$ cat src/rtl/cfg_bank_pkg.sv
package cfg_bank_pkg;
  localparam int DW = 8;
  localparam int AW = 8;
  localparam logic [AW-1:0] ADDR_TOP   = 8'h00;
  localparam logic [AW-1:0] ADDR_ALIAS = 8'h01;
  localparam logic [AW-1:0] ADDR_GP0   = 8'h02;

  localparam int B_VIEW = 5;
  localparam int B_RATE = 4;
  localparam int B_SRST = 3;
  localparam int B_OD   = 2;
  localparam int B_SLP  = 1;
  localparam int B_PDN  = 0;

  typedef struct packed {
    logic view;
    logic rate;
    logic od;
    logic slp;
    logic pdn;
  } top_fields_t;

  function automatic int pulse_cycles(input int mhz, input int us);
    return mhz * us;
  endfunction

  function automatic logic [DW-1:0] top_image(input top_fields_t f, input logic srst);
    logic [DW-1:0] v;
    v = '0;
    v[B_VIEW] = f.view;
    v[B_RATE] = f.rate;
    v[B_SRST] = srst;
    v[B_OD]   = f.od;
    v[B_SLP]  = f.slp;
    v[B_PDN]  = f.pdn;
    return v;
  endfunction

  function automatic logic in_gp_range(input logic [AW-1:0] a, input int n);
    return (int'(a) >= int'(ADDR_GP0)) && (int'(a) < int'(ADDR_GP0) + n);
  endfunction
endpackage

$ cat src/rtl/cfg_top_ctrl.sv
module cfg_top_ctrl
  import cfg_bank_pkg::*;
#(
  parameter int SRST_CYCLES = 100
) (
  input  logic          clk,
  input  logic          rst_n,
  input  logic          wr_top,
  input  logic [DW-1:0] wdata,
  output top_fields_t   fields,
  output logic          srst_active,
  output logic          srst_req
);
  localparam int CW = $clog2(SRST_CYCLES + 1);
  localparam logic [CW-1:0] LAST = CW'(SRST_CYCLES - 1);

  logic [CW-1:0] cnt_q;

  assign srst_req = wr_top && wdata[B_SRST];

  always_ff @(posedge clk or negedge rst_n) begin
    if (!rst_n) begin
      srst_active <= 1'b0;
      cnt_q       <= '0;
    end else if (srst_req) begin
      srst_active <= 1'b1;
      cnt_q       <= '0;
    end else if (srst_active) begin
      if (cnt_q == LAST) begin
        srst_active <= 1'b0;
        cnt_q       <= '0;
      end else begin
        cnt_q <= cnt_q + 1'b1;
      end
    end
  end

  always_ff @(posedge clk or negedge rst_n) begin
    if (!rst_n) begin
      fields <= '0;
    end else if (srst_req || srst_active) begin
      fields <= '0;
    end else if (wr_top) begin
      fields.view <= wdata[B_VIEW];
      fields.rate <= wdata[B_RATE];
      fields.od   <= wdata[B_OD];
      fields.slp  <= wdata[B_SLP];
      fields.pdn  <= wdata[B_PDN];
    end
  end
endmodule

$ cat src/rtl/cfg_gp_regs.sv
module cfg_gp_regs
  import cfg_bank_pkg::*;
#(
  parameter int NUM_GP = 4
) (
  input  logic               clk,
  input  logic               rst_n,
  input  logic               clr,
  input  logic               wr_ok,
  input  logic [AW-1:0]      addr,
  input  logic [DW-1:0]      wdata,
  output logic [NUM_GP*DW-1:0] regs_flat
);
  for (genvar k = 0; k < NUM_GP; k++) begin : g_reg
    localparam logic [AW-1:0] MY_ADDR = AW'(int'(ADDR_GP0) + k);
    logic [DW-1:0] q;
    always_ff @(posedge clk or negedge rst_n) begin
      if (!rst_n)                          q <= '0;
      else if (clr)                        q <= '0;
      else if (wr_ok && addr == MY_ADDR)   q <= wdata;
    end
    assign regs_flat[k*DW +: DW] = q;
  end
endmodule

$ cat src/rtl/cfg_read_port.sv
module cfg_read_port
  import cfg_bank_pkg::*;
#(
  parameter int NUM_GP = 4
) (
  input  logic                 clk,
  input  logic                 rst_n,
  input  logic                 rd_en,
  input  logic [AW-1:0]        addr,
  input  top_fields_t          fields,
  input  logic                 srst_active,
  input  logic [NUM_GP*DW-1:0] regs_flat,
  output logic                 hit,
  output logic [DW-1:0]        rd_data,
  output logic                 rd_err
);
  localparam int IW = (NUM_GP > 1) ? $clog2(NUM_GP) : 1;

  logic [DW-1:0] sel_data;
  logic [AW-1:0] offs;

  assign offs = addr - ADDR_GP0;

  always_comb begin
    hit      = 1'b0;
    sel_data = '0;
    if (fields.view) begin
      if (addr == ADDR_ALIAS) begin
        hit      = 1'b1;
        sel_data = top_image(fields, srst_active);
      end
    end else if (in_gp_range(addr, NUM_GP)) begin
      hit      = 1'b1;
      sel_data = regs_flat[int'(offs[IW-1:0])*DW +: DW];
    end
  end

  always_ff @(posedge clk or negedge rst_n) begin
    if (!rst_n) begin
      rd_data <= '0;
      rd_err  <= 1'b0;
    end else begin
      rd_data <= (rd_en && hit) ? sel_data : '0;
      rd_err  <= rd_en && !hit;
    end
  end
endmodule

$ cat src/rtl/cfg_bank.sv
module cfg_bank
  import cfg_bank_pkg::*;
#(
  parameter int CLK_MHZ = 50,
  parameter int SRST_US = 2,
  parameter int NUM_GP  = 4
) (
  input  logic                 clk,
  input  logic                 rst_n,
  input  logic [7:0]           addr_i,
  input  logic [7:0]           wdata_i,
  input  logic                 wr_en_i,
  input  logic                 rd_en_i,
  output logic [7:0]           rd_data_o,
  output logic                 rd_err_o,
  output logic                 rate_lo_o,
  output logic                 od_mode_o,
  output logic                 sleep_o,
  output logic                 pdn_o,
  output logic                 dev_rst_o,
  output logic [8*NUM_GP-1:0]  gp_o
);
  localparam int SRST_CYCLES = pulse_cycles(CLK_MHZ, SRST_US);

  top_fields_t fields_w;
  logic        srst_active_w;
  logic        srst_req_w;
  logic        wr_accept_w;
  logic        bank_clr_w;
  logic        rd_hit_w;
  logic [NUM_GP*DW-1:0] gp_w;

  assign wr_accept_w = wr_en_i && !srst_active_w;
  assign bank_clr_w  = srst_req_w || srst_active_w;

  cfg_top_ctrl #(.SRST_CYCLES(SRST_CYCLES)) u_top (
    .clk        (clk),
    .rst_n      (rst_n),
    .wr_top     (wr_accept_w && addr_i == ADDR_TOP),
    .wdata      (wdata_i),
    .fields     (fields_w),
    .srst_active(srst_active_w),
    .srst_req   (srst_req_w)
  );

  cfg_gp_regs #(.NUM_GP(NUM_GP)) u_gp (
    .clk      (clk),
    .rst_n    (rst_n),
    .clr      (bank_clr_w),
    .wr_ok    (wr_accept_w),
    .addr     (addr_i),
    .wdata    (wdata_i),
    .regs_flat(gp_w)
  );

  cfg_read_port #(.NUM_GP(NUM_GP)) u_rd (
    .clk        (clk),
    .rst_n      (rst_n),
    .rd_en      (rd_en_i),
    .addr       (addr_i),
    .fields     (fields_w),
    .srst_active(srst_active_w),
    .regs_flat  (gp_w),
    .hit        (rd_hit_w),
    .rd_data    (rd_data_o),
    .rd_err     (rd_err_o)
  );

  assign rate_lo_o = fields_w.rate;
  assign od_mode_o = fields_w.od;
  assign sleep_o   = fields_w.slp;
  assign pdn_o     = fields_w.pdn;
  assign dev_rst_o = srst_active_w;
  assign gp_o      = gp_w;
endmodule

$ cat config.mk
export PLATFORM = sky130hd
export DESIGN_NAME = cfg_bank
export DESIGN_NICKNAME = d
export VERILOG_FILES = /design/src/rtl/cfg_bank_pkg.sv /design/src/rtl/cfg_top_ctrl.sv /design/src/rtl/cfg_gp_regs.sv /design/src/rtl/cfg_read_port.sv /design/src/rtl/cfg_bank.sv
export SDC_FILE = /design/constraint.sdc
export NUM_CORES = 1
export LEC_CHECK = 0
export BUFFER_PORTS_ARGS = -buffer_cell sky130_fd_sc_hd__buf_2
export CORE_MARGIN = 1
export CORE_UTILIZATION = 45
export DETAILED_ROUTE_END_ITERATION = 6
export PLACE_DENSITY = 0.67
export SYNTH_ARGS = -nofsm -noshare
export SYNTH_HDL_FRONTEND = slang
export SYNTH_HIERARCHICAL = 1
export SYNTH_SLANG_ARGS = --single-unit
$ cat constraint.sdc
create_clock -name clk -period 2.09 [get_ports clk]
set_clock_uncertainty 0.1 [all_clocks]
set_input_delay 0.1045 -clock clk [delete_from_list [all_inputs] [get_ports clk]]
set_output_delay 0.1045 -clock clk [all_outputs]
set_load 0.02 [all_outputs]
==> out/results.tsv <==
stage	metric	value	unit
sta	slew_headroom	60.8	%
finish	areaGrowthSynthToFinish	21.1	%
detailed_routing	drc	0	
cts	cts.sinks	54	
cts	ctsResizeCount	0	
detailed_routing	vias	2074	
grt	grt_pass1_wl	9980	um
detailed_routing	wl_met1	3020	um
sta	rsz0062_at_grt	false	
finish	antenna_cells	0	
floorplanning	die_w	80.8	um
finish	nets	329	
critical_path	worst-path-max-fanout	30	
critical_path	arrival	2.02	ns
floorplanning	core	5960	um^2
sta	post-route-period-util	90.2	%
cts	cts_max_path_buffers	2	
floorplanning	dieArea	6530	um^2
detailed_routing	drtAntennaViolNets	0	
place	port_buffers	65	
critical_path	start_kind	flop	
grt	grt_pass1_vias	1967	
cts	clkTransAtPathRegs	0.11	ns
finish	final_core_util	56.8	%
synthesis	synth_warnings	6	
place	placed_cell_area	3230	um^2
detailed_routing	wl_per_cell	16.4	um
detailed_routing	firstDrtPassIters	4	
place	gp_congestion	0.744	
cts	cts_buffers	5	
pwr	p_per_area	698	nW/um^2
cts	tritoncts	built	
sta	holdWs	0.0207	ns
sta	fin_crit	1.88	ns
sta	hold_violations	0	
detailed_routing	highest_layer	met4	
run_status	status	finished clean	
sta	finalSetupTns	0	ns
floorplanning	fp.dieH	80.8	um
grt	grt_max_degree	32	
cts	insertion_delay	0.31	ns
hold_path	hp-class	primary input to flop	
detailed_routing	wl_met3	273	um
synthesis	syn_area	2800	um^2
cts	h-tree-depth	2	
finish	finalNonFillerCells	384	
job	drv_cap	0	
floorplanning	ios	66	
place	placed_cells	370	
grt	grtUsageTotal	20.4	%
sta	fmax	0.531	GHz
critical_path	critPathRequiredTime	2.23	ns
synthesis	synthCells	233	
detailed_routing	drt_iter0_drc	75	
critical_path	criticalPathCategory	flop to flop	
cts	cts_root_buffer	clkbuf_8	
pwr	vdd_drop_max	0.000391	V
finish	layout-drive-gt1-share	31.7	%
synthesis	syn_avg_cell_area	12.0	um^2
grt	overflow	0	
detailed_routing	vias_per_cell	5.40	
grt	grt_antenna_before_repair	0	
sta	tightestPinTransition	0.588	ns
sta	finalMaxSlewViolations	0	
place	dp_hpwl	4640	um
critical_path	critPathCaptureType	flop	
sta	setup_viol	0	
floorplanning	start_util	47.0	%
floorplanning	row_count	28	
finish	fin_area	3390	um^2
detailed_routing	met2_length	2970	um
detailed_routing	totalWireLength	6310	um
synthesis	synth_fp_nets	254	
pwr	total_leakage_power	1.73	nW
-- placed cells by master, fill, tap and decap left out, types with 4 or more instances in the layout --
cell type / n
buf_2: 65
nor2_1: 9
nor2b_1: 5
nand3b_1: 6
clkbuf_8: 5
mux2i_1: 33
dlygate4sd3_1: 6
dfrtp_1: 54
a21oi_1: 8
nand2_1: 5
nand2b_1: 48
a32oi_1: 5
mux4_2: 6
buf_4: 7
nand4_1: 4
-- flip-flops by register name, summed over array words and instances, names as in the netlist --
name / count
u_top/srst_active: 1
u_gp/g.q: 32
u_rd/rd_err: 1
u_rd/rd_data: 8
u_top/fields: 5
u_top/cnt_q: 7
-- worst paths after layout --
path	start	to	slack, ns	cells past startpoint
worst max-delay path	u_top/srst_active	u_gp/g_reg[3].q[3]	0.21	7
worst min-delay path	wdata_i[6]	u_gp/g_reg[0].q[6]	0.02	3
worst max register to register	u_top/srst_active	u_gp/g_reg[3].q[3]	0.21	7
worst min register to register	u_top/fields[3]	u_rd/rd_data[4]	0.45	2
max in group asynchronous	rst_n	u_gp/g_reg[2].q[5]	1.09	3
min in group asynchronous	rst_n	u_gp/g_reg[3].q[7]	0.22	2
-- worst max-delay path, cell delays in order (launching register included) --
cell      delay [ns]
dfrtp_1         0.37
nor2b_1         0.06
and3_1          0.16
and2_1          0.17
or2_2           0.37
buf_12          0.19
nand2b_1        0.21
mux2i_1         0.17
-- repair_timing --
action                                  in CTS  in global routing
buffers inserted                             0                  0
endpoints found under the setup margin       0                  0
hold buffers                                 6                  0
hold endpoints to repair                    28                  0
-- final cells by class --
class | instances | area (um^2)
fillers | 540 | 2570
multi-input cells | 165 | 1360
flip-flops and latches | 54 | 1350
repair buffers | 80 | 478
well taps | 75 | 93.8
clock buffers | 5 | 68.8
clock inverters | 3 | 25.0
inverters | 2 | 7.51
-- routing by layer --
| layer | vias up | GRT usage (%) |
|---|---|---|
| met5 | - | 0 |
| li1 | 981 | - |
| met1 | 1035 | 29.4 |
| met4 | 0 | 4.29 |
| met3 | 6 | 3.82 |
| met2 | 52 | 32.0 |
-- report_power, final --
group / internal [W] / switching [W] / total (W)
registers: 0.00111 / 0.0000908 / 0.00121
clock network: 0.000243 / 0.000363 / 0.000605
logic: 0.000269 / 0.000283 / 0.000552
total: 0.00163 / 0.000736 / 0.00236
-- per-stage QoR --
stage	setup slack (ns)	total power [W]
2_1_floorplan	0.0814	0.00161
6_report	0.205	0.00236
3_5_place_dp	0.214	0.00177
4_1_cts	0.210	0.00238
3_3_place_gp	0.246	0.00176
5_1_grt	0.114	0.00250
No activity file was read; power rests on OpenSTA's default activity.
